<file path="config.mk">
export PLATFORM = sky130hd
export DESIGN_NAME = insn_size_decoder
export DESIGN_NICKNAME = d
export VERILOG_FILES = /design/src/rtl/isd_pkg.sv /design/src/rtl/isd_classify.sv /design/src/rtl/isd_size_sel.sv /design/src/rtl/isd_wb_merge.sv /design/src/rtl/insn_size_decoder.sv
export SDC_FILE = /design/constraint.sdc
export NUM_CORES = 1
export LEC_CHECK = 0
export BUFFER_PORTS_ARGS = -buffer_cell sky130_fd_sc_hd__clkbuf_2
export CELL_PAD_IN_SITES_DETAIL_PLACEMENT = 1
export CELL_PAD_IN_SITES_GLOBAL_PLACEMENT = 1
export CORE_UTILIZATION = 24
export CTS_CLUSTER_SIZE = 8
export DETAILED_ROUTE_END_ITERATION = 8
export PLACE_DENSITY = 0.86
export SYNTH_ARGS = -nofsm -noshare
export SYNTH_HDL_FRONTEND = slang
export SYNTH_SLANG_ARGS = --single-unit
</file>
<file path="constraint.sdc">
create_clock -name clk -period 4.2 [get_ports clk]
set_clock_uncertainty 0.15 [all_clocks]
set_input_delay 0.21 -clock clk [delete_from_list [all_inputs] [get_ports clk]]
set_output_delay 0.21 -clock clk [all_outputs]
set_load 0.005 [all_outputs]
</file>
<file path="src/rtl/isd_pkg.sv">
package isd_pkg;

    typedef enum logic [1:0] {
        W16 = 2'd0,
        W32 = 2'd1,
        W64 = 2'd2
    } width_e;

    typedef enum logic {
        S_SCAN    = 1'b0,
        S_EXTPEND = 1'b1
    } state_e;

    typedef struct packed {
        logic w;
        logic r;
        logic x;
        logic b;
    } ext_t;

endpackage

</file>
<file path="src/rtl/isd_classify.sv">
module isd_classify #(
    parameter int BYTE_W = 8
) (
    input  logic [BYTE_W-1:0] byte_in,
    input  logic              long_mode,
    output logic              is_legacy,
    output logic              is_opsz,
    output logic              is_adsz,
    output logic              is_ext,
    output logic              is_stack,
    output logic              is_byteop
);
    localparam logic [BYTE_W-1:0] OPSZ_B = BYTE_W'(8'h66);
    localparam logic [BYTE_W-1:0] ADSZ_B = BYTE_W'(8'h67);

    always_comb begin
        is_opsz = (byte_in == OPSZ_B);
        is_adsz = (byte_in == ADSZ_B);
        is_legacy = 1'b0;
        unique case (byte_in)
            BYTE_W'(8'h26), BYTE_W'(8'h2E), BYTE_W'(8'h36), BYTE_W'(8'h3E),
            BYTE_W'(8'h64), BYTE_W'(8'h65), BYTE_W'(8'h66), BYTE_W'(8'h67),
            BYTE_W'(8'hF0), BYTE_W'(8'hF2), BYTE_W'(8'hF3): is_legacy = 1'b1;
            default: is_legacy = 1'b0;
        endcase
        // extension prefix only exists in long mode
        is_ext = long_mode && (byte_in[7:4] == 4'h4);
    end

    always_comb begin
        is_stack = 1'b0;
        if (byte_in[7:4] == 4'h5) begin
            is_stack = 1'b1;
        end else begin
            unique case (byte_in)
                BYTE_W'(8'h68), BYTE_W'(8'h6A), BYTE_W'(8'h8F),
                BYTE_W'(8'h9C), BYTE_W'(8'h9D): is_stack = 1'b1;
                default: is_stack = 1'b0;
            endcase
        end
    end

    always_comb begin
        is_byteop = 1'b0;
        if (byte_in[7:6] == 2'b00) begin
            is_byteop = (byte_in[2:0] == 3'd0) || (byte_in[2:0] == 3'd2) ||
                        (byte_in[2:0] == 3'd4);
        end else if (byte_in[7:3] == 5'b10110) begin
            is_byteop = 1'b1;
        end else begin
            unique case (byte_in)
                BYTE_W'(8'h88), BYTE_W'(8'h8A), BYTE_W'(8'hC6): is_byteop = 1'b1;
                default: is_byteop = 1'b0;
            endcase
        end
    end

endmodule

</file>
<file path="src/rtl/isd_size_sel.sv">
module isd_size_sel
    import isd_pkg::*;
(
    input  logic   long_mode,
    input  logic   opsz_seen,
    input  logic   adsz_seen,
    input  logic   wide_bit,
    input  logic   stack_cls,
    output width_e op_w,
    output width_e addr_w
);
    always_comb begin
        if (long_mode) begin
            addr_w = adsz_seen ? W32 : W64;
            if (wide_bit)       op_w = W64;
            else if (opsz_seen) op_w = W16;
            else if (stack_cls) op_w = W64;
            else                op_w = W32;
        end else begin
            addr_w = adsz_seen ? W16 : W32;
            op_w   = opsz_seen ? W16 : W32;
        end
    end
endmodule

</file>
<file path="src/rtl/isd_wb_merge.sv">
module isd_wb_merge
    import isd_pkg::*;
#(
    parameter int DATA_W = 64
) (
    input  logic [DATA_W-1:0] old_val,
    input  logic [DATA_W-1:0] res_val,
    input  width_e            width,
    input  logic              byte_sel,
    output logic [DATA_W-1:0] new_val
);
    localparam int HALF_W = DATA_W / 2;
    localparam int WORD_W = 16;
    localparam int BYTE_W = 8;

    always_comb begin
        new_val = old_val;
        if (byte_sel) begin
            new_val[BYTE_W-1:0] = res_val[BYTE_W-1:0];
        end else begin
            unique case (width)
                W16:     new_val[WORD_W-1:0] = res_val[WORD_W-1:0];
                W32:     new_val = {{(DATA_W-HALF_W){1'b0}}, res_val[HALF_W-1:0]};
                W64:     new_val = res_val;
                default: new_val = old_val;
            endcase
        end
    end
endmodule

</file>
<file path="src/rtl/insn_size_decoder.sv">
module insn_size_decoder
    import isd_pkg::*;
#(
    parameter int BYTE_W = 8,
    parameter int DATA_W = 64
) (
    input  logic              clk,
    input  logic              rst_n,
    input  logic              byte_vld,
    input  logic [BYTE_W-1:0] byte_in,
    input  logic              long_mode,
    input  logic [DATA_W-1:0] wb_old,
    input  logic [DATA_W-1:0] wb_res,
    output logic              done,
    output logic [BYTE_W-1:0] opcode,
    output logic [1:0]        op_size,
    output logic [1:0]        addr_size,
    output logic              ext_w,
    output logic              ext_r,
    output logic              ext_x,
    output logic              ext_b,
    output logic              stack_op,
    output logic              byte_op,
    output logic [DATA_W-1:0] wb_out
);
    localparam int EXT_W = $bits(ext_t);

    state_e state_q, state_n;
    logic   opsz_q, opsz_n;
    logic   adsz_q, adsz_n;
    ext_t   ext_q, ext_n;

    logic   c_legacy, c_opsz, c_adsz, c_ext, c_stack, c_byteop;
    logic   take_opc;
    ext_t   live_ext;
    width_e sel_op, sel_addr;

    isd_classify #(.BYTE_W(BYTE_W)) u_cls (
        .byte_in   (byte_in),
        .long_mode (long_mode),
        .is_legacy (c_legacy),
        .is_opsz   (c_opsz),
        .is_adsz   (c_adsz),
        .is_ext    (c_ext),
        .is_stack  (c_stack),
        .is_byteop (c_byteop)
    );

    assign take_opc = byte_vld && !c_legacy && !c_ext;
    assign live_ext = (state_q == S_EXTPEND) ? ext_q : '0;

    isd_size_sel u_sel (
        .long_mode (long_mode),
        .opsz_seen (opsz_q),
        .adsz_seen (adsz_q),
        .wide_bit  (live_ext.w),
        .stack_cls (c_stack),
        .op_w      (sel_op),
        .addr_w    (sel_addr)
    );

    // next-state logic
    always_comb begin
        state_n = state_q;
        opsz_n  = opsz_q;
        adsz_n  = adsz_q;
        ext_n   = ext_q;
        if (byte_vld) begin
            unique case (state_q)
                S_SCAN: begin
                    if (c_legacy) begin               // scan_legacy
                        opsz_n = opsz_q | c_opsz;
                        adsz_n = adsz_q | c_adsz;
                    end else if (c_ext) begin         // scan_ext
                        ext_n   = ext_t'(byte_in[EXT_W-1:0]);
                        state_n = S_EXTPEND;
                    end else begin                    // finish
                        opsz_n = 1'b0;
                        adsz_n = 1'b0;
                        ext_n  = '0;
                    end
                end
                S_EXTPEND: begin
                    if (c_legacy) begin               // pend_drop
                        opsz_n  = opsz_q | c_opsz;
                        adsz_n  = adsz_q | c_adsz;
                        ext_n   = '0;
                        state_n = S_SCAN;
                    end else if (c_ext) begin         // pend_replace
                        ext_n = ext_t'(byte_in[EXT_W-1:0]);
                    end else begin                    // finish
                        opsz_n  = 1'b0;
                        adsz_n  = 1'b0;
                        ext_n   = '0;
                        state_n = S_SCAN;
                    end
                end
                default: state_n = S_SCAN;
            endcase
        end
    end

    // state register
    always_ff @(posedge clk) begin
        if (!rst_n) begin
            state_q <= S_SCAN;
            opsz_q  <= 1'b0;
            adsz_q  <= 1'b0;
            ext_q   <= '0;
        end else begin
            state_q <= state_n;
            opsz_q  <= opsz_n;
            adsz_q  <= adsz_n;
            ext_q   <= ext_n;
        end
    end

    // output register
    always_ff @(posedge clk) begin
        if (!rst_n) begin
            done      <= 1'b0;
            opcode    <= '0;
            op_size   <= 2'd0;
            addr_size <= 2'd0;
            ext_w     <= 1'b0;
            ext_r     <= 1'b0;
            ext_x     <= 1'b0;
            ext_b     <= 1'b0;
            stack_op  <= 1'b0;
            byte_op   <= 1'b0;
        end else begin
            done <= take_opc;
            if (take_opc) begin
                opcode    <= byte_in;
                op_size   <= sel_op;
                addr_size <= sel_addr;
                ext_w     <= live_ext.w;
                ext_r     <= live_ext.r;
                ext_x     <= live_ext.x;
                ext_b     <= live_ext.b;
                stack_op  <= c_stack;
                byte_op   <= c_byteop;
            end
        end
    end

    isd_wb_merge #(.DATA_W(DATA_W)) u_wb (
        .old_val  (wb_old),
        .res_val  (wb_res),
        .width    (width_e'(op_size)),
        .byte_sel (byte_op),
        .new_val  (wb_out)
    );

    // ---------------- assertions ----------------
    p_done_follows_byte_r10: assert property (@(posedge clk) disable iff (!rst_n)
        done |-> $past(byte_vld))
        else $error("done without an accepted byte");

    p_wide_bit_wins_r3: assert property (@(posedge clk) disable iff (!rst_n)
        (done && ext_w) |-> (op_size == 2'd2))
        else $error("W set but width not 64");

    p_compat_no_ext_r6: assert property (@(posedge clk) disable iff (!rst_n)
        (done && !$past(long_mode)) |-> !(ext_w || ext_r || ext_x || ext_b))
        else $error("extension bits in compatibility mode");

    p_stack_not_32_r7: assert property (@(posedge clk) disable iff (!rst_n)
        (done && stack_op && $past(long_mode)) |-> (op_size != 2'd1))
        else $error("stack op at 32 bits in long mode");

    p_long_addr_r9: assert property (@(posedge clk) disable iff (!rst_n)
        (done && $past(long_mode)) |-> (addr_size != 2'd0))
        else $error("16-bit address in long mode");

    p_zero_ext_r11: assert property (@(posedge clk) disable iff (!rst_n)
        (done && !byte_op && op_size == 2'd1) |-> (wb_out[DATA_W-1:DATA_W/2] == '0))
        else $error("32-bit write not zero-extended");

endmodule

</file>
### Word level (Yosys, flattened, before mapping)

Cells that the tools add are included.

| word-level totals | value |
|---|---|
| register bits after elaboration | 26 |
| input port bits | 140 |
| output and inout port bits | 83 |
| logic and storage cells | 92 |

| cells by class | value |
|---|---|
| equal/unequal tests | 28 |
| muxes and demuxes | 28 |
| bitwise gates (word level) | 3 |
| reductions and logical operators | 16 |

Operators by type and width:

| kind | number |
|---|---|
| 48-bit case mux with 2 select lines | 1 |
| 8-bit == test, second input constant | 9 |
| 56-bit two-way mux | 1 |
| 8-bit by 7-bit == test with 1-bit output, second input constant | 6 |
| 8-bit by 6-bit == test with 1-bit output, second input constant | 4 |
| 16-bit two-way mux | 1 |
| 4-bit two-way mux | 4 |
| 1-bit two-way mux | 13 |
| 2-bit two-way mux | 6 |
| 11-bit OR reduction | 1 |
| 4-bit by 3-bit == test with 1-bit output, second input constant | 2 |
| 8-bit two-way mux | 1 |
| 4-bit case mux with 2 select lines | 1 |
| 3-bit OR reduction | 2 |
| 5-bit == test, second input constant | 1 |
| 5-bit OR reduction | 1 |
| 2-bit zero test | 2 |
| 2-bit != test, second input constant | 2 |
| 2-bit AND reduction | 2 |
| 3-bit by 2-bit == test with 1-bit output, second input constant | 1 |
| 3-bit == test, second input constant | 1 |
| 1-bit logical AND | 3 |
| 3-bit zero test | 1 |
| 2-bit by 1-bit == test with 1-bit output, second input constant | 1 |
| 5 further kinds | 8 |

### Longest topological paths before layout

| logic depth | value |
|---|---|
| depth after elaboration | 8 |
| depth in mapped cells | 7 |
| gate-level depth less buffers | 5 |

### Hierarchy

From an unflattened synthesis, not the netlist that was laid out.

| unflattened totals | value |
|---|---|
| cells, all modules | 291 |
| area, all modules | 2224.6 um^2 |

By module, submodules not included:

| module | times used | cells each | area an instance (um^2) | sequential area each (um^2) |
|---|---|---|---|---|
| isd_wb_merge | 1 | 190 | 1074.8 | 0.0 |
| insn_size_decoder | 1 | 70 | 892.1 | 520.5 |
| isd_classify | 1 | 25 | 216.5 | 0.0 |
| isd_size_sel | 1 | 6 | 41.3 | 0.0 |

### Least setup slack after synthesis

No wires, ideal clock.

| timing | value |
|---|---|
| path kind | reg2out |
| start | register op_size[0] |
| end | output wb_out[22] |
| arrival | 1.842 ns |
| data required time | 3.840 ns |
| path slack | 1.998 ns |
| cell stages (with the launch flop) | 8 |
| path buffers | 2 |
| path through | dfxtp_1 -> inv_1 -> ha_1 -> or2_1 -> clkbuf_1 -> nor2_1 -> clkbuf_1 -> a22o_1 |

| on the way | value |
|---|---|
| word-level cells in the longest chain between the ends | 3 |
| elaborated cells on any way between the ends | 4 |
| classes of those cells | 2 x eq/ne; 2 x mux |

RTL lines:

| what | RTL line | RTL |
|---|---|---|
| start, declared | insn_size_decoder.sv:16 | `output logic [1:0] op_size,` |
| start signal, assigned | insn_size_decoder.sv:135 | `op_size <= sel_op;` |
| 2-bit == test or 2-bit by 1-bit == test with 1-bit output (tied branches) | isd_wb_merge.sv:21 | `unique case (width)` |
| 48-bit case mux with 2 select lines * | isd_wb_merge.sv:21 |  |
| 56-bit two-way mux * | isd_wb_merge.sv:18 | `if (byte_sel) begin` |
| end, declared | insn_size_decoder.sv:24 | `output logic [DATA_W-1:0] wb_out` |

Mark *: on every way between the ends. The rest lies on a longest branch, timed or not.

### Worst setup path after layout

| timing | value |
|---|---|
| start | register op_size[0] |
| end | output wb_out[29] |

Same word-level chain as after synthesis.

==> summary.txt <==
Synth
  • Ys flop type: dfxtp_1
  • Synth Area in Compound Gates: a little under a third
  • Post-Synth Adder-Cell Area: between 2 and 2.5%
  • Register area share after synthesis: between 20% and 30%
  • Post-synthesis mux area share: 9.04%
  • XOR/XNOR Fraction of Synth Area: 0%
  • Synthesized flop and latch total: 26
  • Simple logic cell fraction of the synthesized area: between 20% and 30%
  • Synth cell types: 54
  • Synthesized area per cell: ~7.6 µm²
  • Synth Warn #: 0
  • Mapped Nets: 420
  • EDFF count, synth: 0
  • Synth Instances: 276
  • Netlist Area Pre-Place: 2100 µm²
  • Asr flop ratio synth: 0%
  • Largest family of logic cells by synthesized area: compound AO/OA/AOI/OAI gates

Timing
  • RSZ-0062 raised after global routing: no
  • Final setup fails: 0
  • Hold Fails Final Rpt: 0
  • Min Tclk post-route: 2.84 ns
  • Worst slew pin tran: 1.01 ns
  • Setup TNS: 0 ns
  • Max-slew violation total from the final report: 0
  • Fin crit share: ~68%
  • Max Fclk: approximately 350 MHz
  • Relative slew slack: between 30% and 40%

Final layout
  • Fillers: about 1,100
  • Post-route insts no fill: a little under 600
  • P&R area growth vs syn: 57.3%
  • Most frequent cells in the layout: clkbuf_2 (222), nand2_1 (66), o21ai_0 (33), a22o_1 (27), dfxtp_1 (26)
  • Layout cells sized above 1: between 50% and 60%
  • Most common cell after layout, fill and taps aside: clkbuf_2
  • Diode count: 0
  • # nets final: roughly 620

Power
  • Pwr dens: roughly 220 nW/µm²
  • Leak: between 1.5 and 2 nW
  • Max VDD drop: roughly 0.16 mV
  • Total power: about 730 µW

Die
  • DIE AREA: between 9000 and 10,000 µm²
  • Core Area: approximately 8300 µm²
  • Die Height: between 90 and 100 µm
  • # IOs: 223
  • Die width: roughly 96 µm
  • Initial core utilization: around 25%
  • # rows: 33

Min path
  • Min-Delay Startpoint: byte_in[3]
  • Hold crit path type: in2reg

Detailed routing
  • Final WL: 9400 µm
  • Post-route DRC: 0
  • Routed via count: ~2,900
  • DRT antenna net count: 0
  • Avg WL per Cell: around 16 µm
  • Initial drt markers: 35
  • First-pass iteration count of the detailed router: 4
  • Vias per cell: just under 5

Clock tree
  • CTS tree: yes
  • CTS clk-pin slew, worst paths: about 0.090 ns
  • Root cell of the clock tree: clkbuf_8
  • Worst skew pair latency: around 0.27 ns
  • H-tree levels: 1
  • Post-cts resize count: 0
  • Post-CTS Setup Inserts: 0
  • Clock buffer count from CTS: 3
  • CTS sink cnt: 26
  • Cts-stage hold buffer count: 0
  • Clock Tree Buf Depth: 2

Global route
  • Antenna violations before repair: 0
  • First-pass GRT wire length: between 10,000 and 15,000 µm
  • Total global routing overflow: 0
  • Number of global-route vias before repair: 2,870
  • Total track usage: about a fifth
  • Pin count of the biggest net entering global routing: 81

Place
  • Placed cells: 580
  • Dpl hpwl: a little under 8000 µm
  • PortBufs: ~220
  • Placer congestion estimate: about 0.84

Setup path
  • Worst path top cell family by delay: simple AND/OR/NAND/NOR gates
  • Crit path from: op_size[0]
  • Crit. End Element: output pin
  • CP cell instances: inv_1, ha_1, or2_2, nor2_1, a22o_1, clkbuf_2
  • Crit Path Max Fanout: 16
  • WP data arrival: 2.48 ns
  • CP required: about 3.8 ns
  • FF-to-FF Start: state_q
  • Crit path kind: reg2out
  • Slowest cell on crit path: nor2_1
  • Startpoint types: flip-flop
  • CP bufs+invs: 2
  • Peak per-stage delay on the critical path: between 0.7 and 0.8 ns

Status
  • Status: completed

Flow run
  • Max-cap violation count: 0
[cell type report]
type	count	area [µm²]	share of cell area, %
multi-input cells	218	1430	43.3
repair buffers	224	1130	34.0
flip-flops and latches	26	520	15.7
well taps	105	131	3.97
clock buffers	3	41.3	1.25
clock inverters	1	30.0	0.907
inverters	7	26.3	0.794
[worst register-to-register path: stages, from the launching register on]
cell and delay, ns:
dfxtp_1 0.44, and2_1 0.22, o21ai_0 0.08, or4_1 0.41, o21ai_1 0.13
[layer usage]
layer	up-vias	GRT usage, %	routed length [µm]
met5	-	0	0
met4	0	10.3	314
met3	27	5.02	638
met2	118	35.6	4970
met1	1330	20.4	3470
li1	1404	-	-
[synthesized netlist by cell type (2+ instances only)]
cell type,count,area share [%]
a211oi_1,3,1.1
a21boi_0,3,1.1
a22o_1,27,11
a31oi_1,3,0.89
a32o_1,5,2.4
and2_1,4,1.2
buf_2,6,1.4
clkbuf_1,16,2.9
dfxtp_1,26,25
ha_1,4,2.4
inv_1,7,1.2
mux2_2,16,8.6
nand2_1,66,12
nand2b_1,2,0.59
nand3b_1,3,1.1
nand4_1,2,0.59
nor2_1,8,1.4
nor2b_1,5,1.5
nor4bb_1,2,0.95
o21a_1,2,0.71
o21ai_0,33,7.8
[final timing paths]
check | to | slack [ns] | depth (start not counted)
max | wb_out[29] | 1.36 | 6
max reg2reg | op_size[1] | 2.70 | 4
min reg2reg | opcode[5] | 0.32 | 1
min | opcode[3] | 0.14 | 2
[flip-flops by register name, indices dropped and copies added (netlist names), 2 cells and up]
name / flops
addr_size: 2
ext_q: 4
op_size: 2
opcode: 8
[kinds of logic (layout without fill, tap and decap cells)]
| family | count (synthesis) | after routing |
|---|---|---|
| AO/OA/AOI/OAI | 91 | 91 |
| adder cells (fa/ha/maj) | 4 | 4 |
| buffers and inverters | 32 | 235 |
| flip-flops | 26 | 26 |
| multiplexers | 17 | 17 |
| AND/OR/NAND/NOR | 106 | 106 |
[power breakdown]
part	switching (mW)	internal (mW)	total [mW]	leakage, nW
Sequential	0.00572	0.255	0.261	0.212
Combinational	0.130	0.136	0.266	1.47
Clock	0.0810	0.128	0.209	0.0357
Total	0.217	0.518	0.735	1.72
[metrics by stage]
step	instance area (µm²)	hold WS (ns)	utilization, %	setup slack, ns
detailed placement	3240	0.308	38.8	1.62
CTS	3310	0.135	39.7	1.31
global placement	3240	0.303	38.8	1.79
floorplan	2100	0.193	-	2.00
global route	3310	0.147	39.7	1.16
finish	3310	0.137	39.7	1.36
(Power assumes the default switching activity.)
